File: src/rtl/clk_cal_pkg.sv
package clk_cal_pkg;
   localparam logic [2:0] ADR_HUND = 3'd1;
   localparam logic [2:0] ADR_SEC  = 3'd2;
   localparam logic [2:0] ADR_MIN  = 3'd3;
   localparam logic [2:0] ADR_HRS  = 3'd4;
   localparam logic [2:0] ADR_YD   = 3'd5;
   localparam logic [2:0] ADR_WM   = 3'd6;

   function automatic logic [7:0] bcd2bin(input logic [7:0] b);
      return 8'(b[7:4]) * 8'd10 + 8'(b[3:0]);
   endfunction

   function automatic logic [7:0] bin2bcd(input logic [7:0] v);
      return {4'(v / 8'd10), 4'(v % 8'd10)};
   endfunction

   // last day of a month, BCD
   function automatic logic [5:0] last_day(input logic [4:0] mon, input logic [1:0] yr);
      case (mon)
         5'h02:                      return (yr == 2'd0) ? 6'h29 : 6'h28;
         5'h04, 5'h06, 5'h09, 5'h11: return 6'h30;
         default:                    return 6'h31;
      endcase
   endfunction
endpackage

File: src/rtl/cc_tick_prescaler.sv
module cc_tick_prescaler #(
   parameter int IN_HZ   = 32768,
   parameter int STEP_HZ = 100
) (
   input  logic clk,
   input  logic rst_n,
   input  logic tick_en,
   input  logic tb_sel,
   output logic step
);
   localparam int DIV_INT = IN_HZ / STEP_HZ;
   localparam int DIV_REM = IN_HZ % STEP_HZ;
   localparam int CNT_W   = $clog2(DIV_INT + 1);
   localparam int ACC_W   = $clog2(STEP_HZ + 1) + 1;

   logic [CNT_W-1:0] cnt_q;
   logic             wrap;

   assign step = tb_sel ? tick_en : (tick_en & wrap);

   generate
      if (DIV_REM != 0) begin : g_frac
         logic [ACC_W-1:0] acc_q;
         logic [ACC_W-1:0] acc_sum;
         logic             long_per;
         assign acc_sum  = acc_q + ACC_W'(DIV_REM);
         assign long_per = acc_sum >= ACC_W'(STEP_HZ);
         assign wrap     = long_per ? (cnt_q == CNT_W'(DIV_INT))
                                    : (cnt_q == CNT_W'(DIV_INT - 1));
         always_ff @(posedge clk) begin
            if (!rst_n || tb_sel) begin
               cnt_q <= '0;
               acc_q <= '0;
            end else if (tick_en) begin
               if (wrap) begin
                  cnt_q <= '0;
                  acc_q <= long_per ? acc_sum - ACC_W'(STEP_HZ) : acc_sum;
               end else begin
                  cnt_q <= cnt_q + 1'b1;
               end
            end
         end
      end else begin : g_int
         assign wrap = cnt_q == CNT_W'(DIV_INT - 1);
         always_ff @(posedge clk) begin
            if (!rst_n || tb_sel)  cnt_q <= '0;
            else if (tick_en)      cnt_q <= wrap ? '0 : cnt_q + 1'b1;
         end
      end
   endgenerate
endmodule

File: src/rtl/cc_time_chain.sv
module cc_time_chain
   import clk_cal_pkg::*;
(
   input  logic       clk,
   input  logic       rst_n,
   input  logic       step,
   input  logic       dbl,
   input  logic       wr_en,
   input  logic [2:0] wr_addr,
   input  logic [7:0] wr_data,
   output logic [7:0] hund,
   output logic [7:0] sec,
   output logic [7:0] mins,
   output logic [7:0] hrs,
   output logic       day_carry
);
   logic [7:0] hund_n, sec_n, min_n, hrs_n;
   logic [7:0] hb, sb, mb, hrb, tmp;
   logic       c_h, c_s, c_m, c_d;

   always_comb begin
      hb     = bcd2bin(hund) + (dbl ? 8'd2 : 8'd1);
      c_h    = hb >= 8'd100;
      hund_n = bin2bcd(c_h ? hb - 8'd100 : hb);
      sb     = bcd2bin(sec);
      c_s    = c_h && (sb >= 8'd59);
      sec_n  = c_s ? 8'h00 : (c_h ? bin2bcd(sb + 8'd1) : sec);
      mb     = bcd2bin(mins);
      c_m    = c_s && (mb >= 8'd59);
      min_n  = c_m ? 8'h00 : (c_s ? bin2bcd(mb + 8'd1) : mins);
      hrb    = bcd2bin({2'b00, hrs[5:0]});
      tmp    = bin2bcd(hrb + 8'd1);
      hrs_n  = hrs;
      c_d    = 1'b0;
      if (c_m) begin
         if (!hrs[7]) begin
            if (hrb >= 8'd23) begin
               hrs_n = 8'h00;
               c_d   = 1'b1;
            end else begin
               hrs_n = {2'b00, tmp[5:0]};
            end
         end else if (hrb == 8'd11) begin
            hrs_n = {1'b1, ~hrs[6], 6'h12};
            c_d   = hrs[6];
         end else if (hrb >= 8'd12) begin
            hrs_n = {hrs[7:6], 6'h01};
         end else begin
            hrs_n = {hrs[7:6], tmp[5:0]};
         end
      end
   end

   assign day_carry = step & ~wr_en & c_d;

   always_ff @(posedge clk) begin
      if (!rst_n) begin
         hund <= 8'h00;
         sec  <= 8'h00;
         mins <= 8'h00;
         hrs  <= 8'h00;
      end else if (wr_en) begin
         case (wr_addr)
            ADR_HUND: hund <= wr_data;
            ADR_SEC:  sec  <= wr_data;
            ADR_MIN:  mins <= wr_data;
            ADR_HRS:  hrs  <= wr_data;
            default:  ;
         endcase
      end else if (step) begin
         hund <= hund_n;
         sec  <= sec_n;
         mins <= min_n;
         hrs  <= hrs_n;
      end
   end
endmodule

File: src/rtl/cc_date_chain.sv
module cc_date_chain
   import clk_cal_pkg::*;
(
   input  logic       clk,
   input  logic       rst_n,
   input  logic       day_carry,
   input  logic       wr_en,
   input  logic [2:0] wr_addr,
   input  logic [7:0] wr_data,
   output logic [7:0] yr_day,
   output logic [7:0] wday_mon
);
   logic [5:0] dim;
   logic [7:0] day_b, mon_b, day_inc, mon_inc;
   logic [7:0] yd_n, wm_n;
   logic [2:0] wd_n;

   always_comb begin
      dim     = last_day(wday_mon[4:0], yr_day[7:6]);
      day_b   = bcd2bin({2'b00, yr_day[5:0]});
      mon_b   = bcd2bin({3'b000, wday_mon[4:0]});
      day_inc = bin2bcd(day_b + 8'd1);
      mon_inc = bin2bcd(mon_b + 8'd1);
      wd_n    = (wday_mon[7:5] >= 3'd6) ? 3'd0 : wday_mon[7:5] + 3'd1;
      if (day_b >= bcd2bin({2'b00, dim})) begin
         if (mon_b >= 8'd12) begin
            yd_n = {yr_day[7:6] + 2'd1, 6'h01};
            wm_n = {wd_n, 5'h01};
         end else begin
            yd_n = {yr_day[7:6], 6'h01};
            wm_n = {wd_n, mon_inc[4:0]};
         end
      end else begin
         yd_n = {yr_day[7:6], day_inc[5:0]};
         wm_n = {wd_n, wday_mon[4:0]};
      end
   end

   always_ff @(posedge clk) begin
      if (!rst_n) begin
         yr_day   <= 8'h01;
         wday_mon <= 8'h01;
      end else if (wr_en) begin
         if (wr_addr == ADR_YD) yr_day   <= wr_data;
         if (wr_addr == ADR_WM) wday_mon <= wr_data;
      end else if (day_carry) begin
         yr_day   <= yd_n;
         wday_mon <= wm_n;
      end
   end
endmodule

File: src/rtl/clk_cal_core.sv
module clk_cal_core #(
   parameter int IN_HZ   = 32768,
   parameter int STEP_HZ = 100
) (
   input  logic       clk,
   input  logic       rst_n,
   input  logic       tick_en,
   input  logic       tb_sel,
   input  logic       wr_en,
   input  logic [2:0] wr_addr,
   input  logic [7:0] wr_data,
   output logic [7:0] hund,
   output logic [7:0] sec,
   output logic [7:0] mins,
   output logic [7:0] hrs,
   output logic [7:0] yr_day,
   output logic [7:0] wday_mon
);
   generate
      if (IN_HZ < 2 * STEP_HZ) begin : g_bad_ratio
         $error("IN_HZ must be at least twice STEP_HZ");
      end
      if (STEP_HZ != 100) begin : g_bad_step
         $error("hundredths field requires STEP_HZ of 100");
      end
   endgenerate

   logic step, day_carry;

   cc_tick_prescaler #(.IN_HZ(IN_HZ), .STEP_HZ(STEP_HZ)) u_pre (
      .clk(clk), .rst_n(rst_n), .tick_en(tick_en), .tb_sel(tb_sel), .step(step)
   );

   cc_time_chain u_time (
      .clk(clk), .rst_n(rst_n), .step(step), .dbl(tb_sel),
      .wr_en(wr_en), .wr_addr(wr_addr), .wr_data(wr_data),
      .hund(hund), .sec(sec), .mins(mins), .hrs(hrs), .day_carry(day_carry)
   );

   cc_date_chain u_date (
      .clk(clk), .rst_n(rst_n), .day_carry(day_carry),
      .wr_en(wr_en), .wr_addr(wr_addr), .wr_data(wr_data),
      .yr_day(yr_day), .wday_mon(wday_mon)
   );
endmodule

File: config.mk
export PLATFORM = sky130hd
export DESIGN_NAME = clk_cal_core
export DESIGN_NICKNAME = d
export VERILOG_FILES = /design/src/rtl/clk_cal_pkg.sv /design/src/rtl/cc_tick_prescaler.sv /design/src/rtl/cc_time_chain.sv /design/src/rtl/cc_date_chain.sv /design/src/rtl/clk_cal_core.sv
export SDC_FILE = /design/constraint.sdc
export NUM_CORES = 1
export LEC_CHECK = 0
export BUFFER_PORTS_ARGS = -buffer_cell sky130_fd_sc_hd__buf_4
export CAP_MARGIN = 20
export CORE_ASPECT_RATIO = 2
export CORE_MARGIN = 3
export CORE_UTILIZATION = 35
export DETAILED_ROUTE_END_ITERATION = 8
export MAX_ROUTING_LAYER = met4
export PLACE_DENSITY = 0.59
export SYNTH_ARGS = -nofsm -noshare
export SYNTH_HDL_FRONTEND = slang
export SYNTH_SLANG_ARGS = --single-unit
File: constraint.sdc
create_clock -name clk -period 5.5 [get_ports clk]
set_input_delay 0.275 -clock clk [delete_from_list [all_inputs] [get_ports clk]]
set_output_delay 0.275 -clock clk [all_outputs]
set_load 0.02 [all_outputs]
# After elaboration in Yosys (flattened, before gate mapping)

Cells that the tools add are included.

Add/sub/neg operators: 19
Multiply operators: 7
Div/mod/pow operators: 12
$lt $le $gt $ge: 9
Equal/unequal tests: 21
Multiplexer cells: 44
Bitwise gates (word level): 5
Reductions and logical operators: 23

Operators with widths:

| kind                | number |
|---|---|
| $mux 8              | 29 |
| $div 8x4->8 const B | 6 |
| $mod 8x4->8 const B | 6 |
| $add 8x1->8 const B | 5 |
| $add 8x4->8         | 3 |
| $add 6x4->7         | 3 |
| $mul 4x3->7 const B | 3 |
| $eq 9x9->1 const B  | 2 |
| $ge 8x4->1 const B  | 2 |
| $ge 8x6->1 const B  | 2 |
| $ge 8x7->1 const B  | 2 |
| $sub 8x7->8 const B | 2 |
| $mul 2x3->5 const B | 3 |
| $mux 6              | 2 |
| $ne 2x1->1 const B  | 6 |
| $pmux 6 s2          | 1 |
| $reduce_and 3->1    | 4 |
| $eq 5x3->1 const B  | 2 |
| $mux 5              | 2 |
| $reduce_bool 2->1   | 5 |
| $add 9x1->9 const B | 1 |
| $eq 3x3->1 const B  | 3 |
| $mux 9              | 1 |
| $add 8x7->8 const B | 1 |
| other kinds (28)    | 44 |

Register bits after elaboration: 65
Input port bits: 16
Output and inout port bits: 48
Logic and storage cells: 151

# Longest topological paths before layout

Gate-level depths: netlist of run 1.

Depth after elaboration: 10
Depth in mapped cells: 19
Gate-level depth less buffers: 19

# Hierarchy

Synthesis of run 1 repeated with hierarchy kept, for this count alone.

Cell total of the unflattened synthesis: 1182
Area, all modules: 8722.1 µm²

Modules (own cells, without submodules):

| module            | times used | cells an instance | area each (µm²) | seq. area each (µm²) |
|---|---|---|---|---|
| cc_time_chain     | 1          | 767               | 5606.6          | 640.6 |
| cc_date_chain     | 1          | 284               | 2070.7          | 320.3 |
| cc_tick_prescaler | 1          | 131               | 1044.8          | 300.3 |

# Worst setup path after synthesis of run 1

Ideal clock, no wire load.

Path kind: register -> register
From: reg u_time.mins[7]
To: reg u_time.mins[3]
Setup time: 0.117 ns
Arrival: 4.692 ns
Data required time: 5.383 ns
Setup slack: 0.691 ns
Stages on the path, launching flop included: 20
Path buffers: 2
Clock period less this slack: 4.809 ns
Cell sequence: dfxtp_1 -> ha_1 -> ha_1 -> fa_1 -> nand2_1 -> o211a_1 -> or3_1 -> buf_2 -> buf_2 -> mux2i_1 -> a211o_1 -> a211o_1 -> mux2_2 -> o211ai_1 -> and2_1 -> nor2_1 -> ha_1 -> or3b_1 -> nand3b_1 -> o21ai_1

Longest elaborated chain between the ends: 8
Elaborated cells on any way between the ends: 12
Classes of those cells: 2 x add/sub; 1 x mul; 1 x div; 1 x order compare; 4 x mux; 3 x reduce/logical

Ends and longest elaborated chain:

| item                   | line                | source |
|---|---|---|
| from (decl)            | cc_time_chain.sv:13 | `output logic [7:0] mins,` |
| from (signal assigned) | cc_time_chain.sv:66 | `ADR_MIN: mins <= wr_data;` |
| from (signal assigned) | cc_time_chain.sv:73 | `mins <= min_n;` |
| $mul 4x3->7 *          | clk_cal_pkg.sv:10   | `return 8'(b[7:4]) * 8'd10 + 8'(b[3:0]);` |
| $add 8x4->8 *          | clk_cal_pkg.sv:10   |  |
| $add 8x1->8            | cc_time_chain.sv:30 | `min_n = c_m ? 8'h00 : (c_s ? bin2bcd(mb + 8'd1) : mins);` |
| $mod 8x4->8            | clk_cal_pkg.sv:14   | `return {4'(v / 8'd10), 4'(v % 8'd10)};` |
| $mux 8 (2 in series)   | cc_time_chain.sv:30 |  |
| $mux 8                 | cc_time_chain.sv:70 | `end else if (step) begin` |
| $mux 8                 | cc_time_chain.sv:62 | `end else if (wr_en) begin` |

Mark *: on every way between the ends. The rest lies on a longest branch, timed or not. The select of a mux whose other input is x is not followed.
A chain may end at the register's enable or synchronous reset.

# Worst setup path in the final report of run 1

Same ends and word-level chain as after synthesis.

==> run summary, run 1 <==
Post-synth EDFFs - 0
Synth Area in Compound Gates - 30.3%
clk_lat worst skew - 330 ps
area of the multi-input gates - 0.00641 mm^2
Startpoint Class - flop
Total Die Area - 0.0249 mm^2
Vert. Die Dim - 220 um
antenna cells - 0
placed wire-length estimate - 21000 um
fmax - 195 MHz
Hold Fails Final Rpt - 0
#FFs+latches synth - 63
post-synthesis mux area share - 4.04%
Synth Area in Adders - 13.3%
input/output buffers - 63
largest fanout on the critical path - 15
clk root buf - clkbuf_16
Final WS setup - 359 ps
wl on met1 - 9600 um
CTS Sinks - 63
CORE AREA - 0.0224 mm^2
Post-Synth Simple-Gate Area - 23.7%
first-pass GRT wire length - 42100 um
share of the synthesized area in the top cell type - 15.7%
Via density - 6.06
top sig layer - met4
Synth async-reset ratio - 0%
most frequent cells in the layout - nand2_1, nor2_1, buf_4, a21oi_1, ha_1
run status - finished clean
min Tclk post-route - 5140 ps
synth-to-layout area growth - 14.2%
drt initial violations - 579
leading area contributor after synthesis - dfxtp_1
pin count of the biggest net entering global routing - 45
Routed met2 length - 14700 um
setup TNS - 0 ps
hold crit path type - input port to flop
I/O Pins - 64
met3 wire len - 835 um
cts bufs inserted - 9
Slew HR - 34.4%
commonest non-fill, non-tap cell in the layout - nand2_1
clk slew on worst S/H paths - 60 ps
Worst Skew - 12.2 ps
routability cong. - 0.977
Cell variety after synth - 88
post-synthesis cell count - 1093
setup bufs post-CTS - 0
vias in the first global route - 8207
Storage cell area - 0.00126 mm^2
total gr overflow - 0
Req. time, crit path - 5720 ps
xor-xnor portion of the synthesized cell area - 8.11%
Routed WL - 26300 um
DRC viols - 0
Worst Path Arrival - 5360 ps
# setup viols final - 0
die width - 113 um
Max H-tree Level - 3
ys flop type - dfxtp_1
Tcrit/Tclk final - 93.5%
max-cap viol count - 0
Least-Margin Pin Slew - 984 ps
synthesized area per cell - 7.36 um^2
Setup CP Type - flop to flop
vias - 8633
initial antenna violation count - 0
Pre-antenna DRT Iters - 5
unrepaired setup endpoints after global routing - no
CTS tree - built
Lkg Pwr - 3.76 nW
DP Worst Slack - 273 ps
Starting Density - 36.0%
Ys Warns - 0
ANT nets after route - 0
Final Max Tran Viols - 0
num rows - 77
sequential-to-total area share from yosys stat - 15.7%
largest family of logic cells by synthesized area - compound AO/OA/AOI/OAI gates
Crit. End Element - flop
Clock Path Buffers - 2
power density over the cells - 191 mW/mm^2
Netlist Area Pre-Place - 0.00804 mm^2
drt wl/cell - 18.5 um
Peak VDD IR - 0.000131 V
share of cells above drive strength 1 - 11.4%
dominant cells by area after synthesis - dfxtp_1, ha_1, a21oi_1
fillcell total - 2373
gr usage total - 21.3%
Final #Nets - 1236
## critical path: stages (launching register included)
cell and delay (ps):
dfxtp_1 460, ha_1 280, ha_1 230, fa_1 580, nand2_1 90, nor4_1 420
or3_1 550, mux2i_1 190, a211o_1 410, a211o_1 310, mux2_2 250, o211ai_1 250
and2_1 200, nor2_1 70, ha_1 180, or3b_1 370, nand3b_1 90, o21ai_1 60
## logic make-up after synthesis
| logic type | Yosys count |
|---|---|
| buffers and inverters | 97 |
| xor gates and xnor gates | 72 |
| DFF | 63 |
| adders and majority gates | 81 |
| AOI/OAI and AO/OA | 355 |
| other | 2 |
| muxes | 31 |
| and+or+nand+nor | 392 |
## registers in the layout, summed over array words and instances (netlist names)
| signal | count |
|---|---|
| u_date.yr_day | 8 |
| u_time.hrs | 8 |
| u_time.mins | 8 |
| u_pre.cnt_q | 9 |
| u_time.sec | 8 |
| u_date.wday_mon | 8 |
| u_pre.g_frac.acc_q | 6 |
| u_time.hund | 8 |
## layer usage
metal	up-vias	track usage, %
met5	-	-
met4	0	9.79
met3	76	2.41
met2	242	41.6
met1	4124	20.5
li1	4191	-
## path summary, 6_finish.rpt
| kind | startpoint | to | slack [ps] | cells past startpoint |
|---|---|---|---|---|
| max reg2reg | u_time.mins[7]$_SDFFE_PN0P_ | u_time.mins[3]$_SDFFE_PN0P_ | 360 | 17 |
| max | u_time.mins[7]$_SDFFE_PN0P_ | u_time.mins[3]$_SDFFE_PN0P_ | 360 | 17 |
| min reg2reg | u_date.wday_mon[7]$_SDFFE_PN0P_ | u_date.wday_mon[7]$_SDFFE_PN0P_ | 500 | 2 |
| min | wr_data[7] | u_time.hrs[7]$_SDFFE_PN0P_ | 220 | 3 |
## metrics by stage
step	hold WS [ps]	std cells	utilization, %	instance area, um^2	power [mW]
floorplan	422	1094	-	8050	0.926
global placement	477	1408	39.6	8850	1.09
detailed placement	491	1408	39.6	8850	1.09
CTS	218	1424	41.1	9190	1.75
global route	254	1424	41.1	9190	1.84
finish	221	1424	41.1	9190	1.75
## what timing repair did
item                                    in CTS  in global routing
hold endpoints to repair                     0                  0
endpoints found under the setup margin       0                  1
hold buffers                                 0                  0
gates resized for setup                      0                  1
## area by class of cell
type                       instances  share of cell area, %
multi-input combinational        934                   69.8
inverter                          48                   1.96
clock inverter                     5                   1.16
clock buffer                      11                   2.53
tap                              276                   3.76
sequential                        63                   13.7
timing repair buffer              87                   7.11
## Yosys cell counts, types with 27 or more instances
cell,number
nand2_1,106
nor2_1,102
a21oi_1,81
ha_1,68
o21ai_0,64
dfxtp_1,63
inv_1,46
xnor2_1,46
clkbuf_1,38
nand3_1,38
o211ai_1,27
## power breakdown
group	switching, mW	internal, mW
Clock	0.218	0.444
Sequential	0.0229	0.471
Combinational	0.367	0.231
Total	0.608	1.15
(Power assumes the default switching activity.)
==> run 2, diff against run 1 <==
ABC_AREA = 1   (was not set)
PLACE_DENSITY = 0.6   (was 0.59)
==> run summary, run 2 <==
run status - finished clean
Tcrit/Tclk final - 84.8%
synthesized area per cell - 6.33 um^2
Worst Skew - 10.4 ps
drt initial violations - 226
Peak VDD IR - 0.000195 V
ANT nets after route - 0
clk root buf - clkbuf_16
sequential-to-total area share from yosys stat - 18.7%
Post-synth EDFFs - 0
fmax - 214 MHz
hold_buf cts - 0
Lkg Pwr - 4.01 nW
drt wl/cell - 13.6 um
synth-to-layout area growth - 15.9%
Final WS setup - 835 ps
min Tclk post-route - 4670 ps
first-pass GRT wire length - 31600 um
initial antenna violation count - 0
placed wire-length estimate - 15600 um
pin count of the biggest net entering global routing - 46
Startpoint Class - flop
Final Max Tran Viols - 0
Max H-tree Level - 3
I/O Pins - 64
power density over the cells - 229 mW/mm^2
Netlist Area Pre-Place - 0.00674 mm^2
clk_lat worst skew - 340 ps
Least-Margin Pin Slew - 762 ps
Ys Warns - 0
share of the synthesized area in the top cell type - 18.7%
unrepaired setup endpoints after global routing - no
max reg flops - 9
Via density - 5.02
# setup viols final - 0
Pre-antenna DRT Iters - 4
Vert. Die Dim - 202 um
setup bufs post-CTS - 0
Final #Nets - 1220
largest fanout on the critical path - 9
commonest non-fill, non-tap cell in the layout - nand2_1
Layout Utilization - 41.5%
DP Worst Slack - 773 ps
post-synthesis cell count - 1066
max-cap viol count - 0
total gr overflow - 0
CTS tree - built
Routed WL - 18800 um
CP max stage cell - fa_1
CORE AREA - 0.0188 mm^2
Starting Density - 35.8%
Crit. End Element - flop
routability cong. - 0.867
Clock Path Buffers - 2
Total Die Area - 0.0211 mm^2
DRC viols - 0
Hold WS - 249 ps
share of cells above drive strength 1 - 11.1%
most frequent cell after synthesis - nand2_1
fillcell total - 2061
Hold Fails Final Rpt - 0
Req. time, crit path - 5760 ps
most flop-heavy register - u_pre.cnt_q
most frequent cells in the layout - nand2_1, inv_1, nor2_1, nand3_1, o21ai_0
leading area contributor after synthesis - dfxtp_1
setup TNS - 0 ps
CTS Sinks - 63
Cell variety after synth - 52
gr usage total - 18.8%
num rows - 71
dominant cells by area after synthesis - dfxtp_1, nand2_1, ha_1
vias in the first global route - 6880
sum of buffers and inverters on the critical path - 5
CTS resizes - 0
Slew HR - 49.1%
Setup CP Type - flop to flop
ys flop type - dfxtp_1
Synth async-reset ratio - 0%
r2r setup slk - 830 ps
clk slew on worst S/H paths - 60 ps
CP peak stage delay - 480 ps
die width - 104 um
cts bufs inserted - 9
antenna cells - 0
top cell family by delay on the critical path - simple AND/OR/NAND/NOR gates
#FFs+latches synth - 63
most common library cells after synthesis - nand2_1, inv_1, nor2_1
vias - 6965
Worst Path Arrival - 4930 ps
hold crit path type - input port to flop
input/output buffers - 63
CP most frequent cell - nand2_1
-- run 2: cell types whose count changed after synthesis, moves of 15 or more --
cell	change
a211oi_1	-22
a21oi_1	-38
clkbuf_1	-25
inv_1	+131
mux2i_1	-20
nand2_1	+145
nand2_2	+21
nand2b_1	-15
nand3_1	+48
nor3_1	-17
o211ai_1	-21
xnor2_1	-31
-- run 2: path summary, 6_finish.rpt --
check	from	end	cells past startpoint
max	u_time.hund[4]$_SDFFE_PN0P_	u_time.hund[2]$_SDFFE_PN0P_	39
min	tick_en	u_pre.cnt_q[0]$_SDFFE_PP0P_	3
max reg2reg	u_time.hund[4]$_SDFFE_PN0P_	u_time.hund[2]$_SDFFE_PN0P_	39
min reg2reg	u_pre.cnt_q[1]$_SDFFE_PP0P_	u_pre.cnt_q[1]$_SDFFE_PP0P_	2
-- run 2: cells by family after synthesis --
kind of cell / synth area share, %
compound gates: 15.9
xor+xnor: 6.46
fa+ha+maj: 15.3
buf+inv: 10.9
flops: 18.7
mux: 0.148
other cells: 0.111
simple gates: 32.4
-- run 2: report_power, final --
group / leakage, nW / internal, mW / switching [mW]
Clock: 0.157 / 0.402 / 0.234
Sequential: 0.512 / 0.473 / 0.0265
Combinational: 3.34 / 0.232 / 0.423
Total: 4.01 / 1.11 / 0.684
-- run 2: worst min-delay path: cells and delay by family --
| family | cells | cell delay [ps] |
|---|---|---|
| compound gates | 1 | 50 |
| buf+inv | 1 | 140 |
| simple gates | 1 | 60 |
-- run 2: routing by layer --
layer	GRT usage, %	wire, um	vias to the layer above
li1	-	-	3599
met1	17.6	6860	3192
met2	35.9	10200	123
met3	3.00	716	51
met4	10.3	1020	0
met5	-	0	-
-- run 2: per-stage QoR --
stage	area, um^2	std cells	power, mW
2_1_floorplan	6750	1067	1.01
3_3_place_gp	7490	1371	1.16
3_5_place_dp	7490	1371	1.17
4_1_cts	7810	1387	1.81
5_1_grt	7810	1387	1.93
6_report	7810	1387	1.79
-- run 2: area by class of cell --
type                       instances  area [um^2]  share of cell area, %
clock buffer                       9          225                   2.88
clock inverter                     7          103                   1.31
inverter                         182          683                   8.74
multi-input combinational        808         4750                   60.8
sequential                        63         1260                   16.1
tap                              255          319                   4.08
timing repair buffer              63          473                   6.05
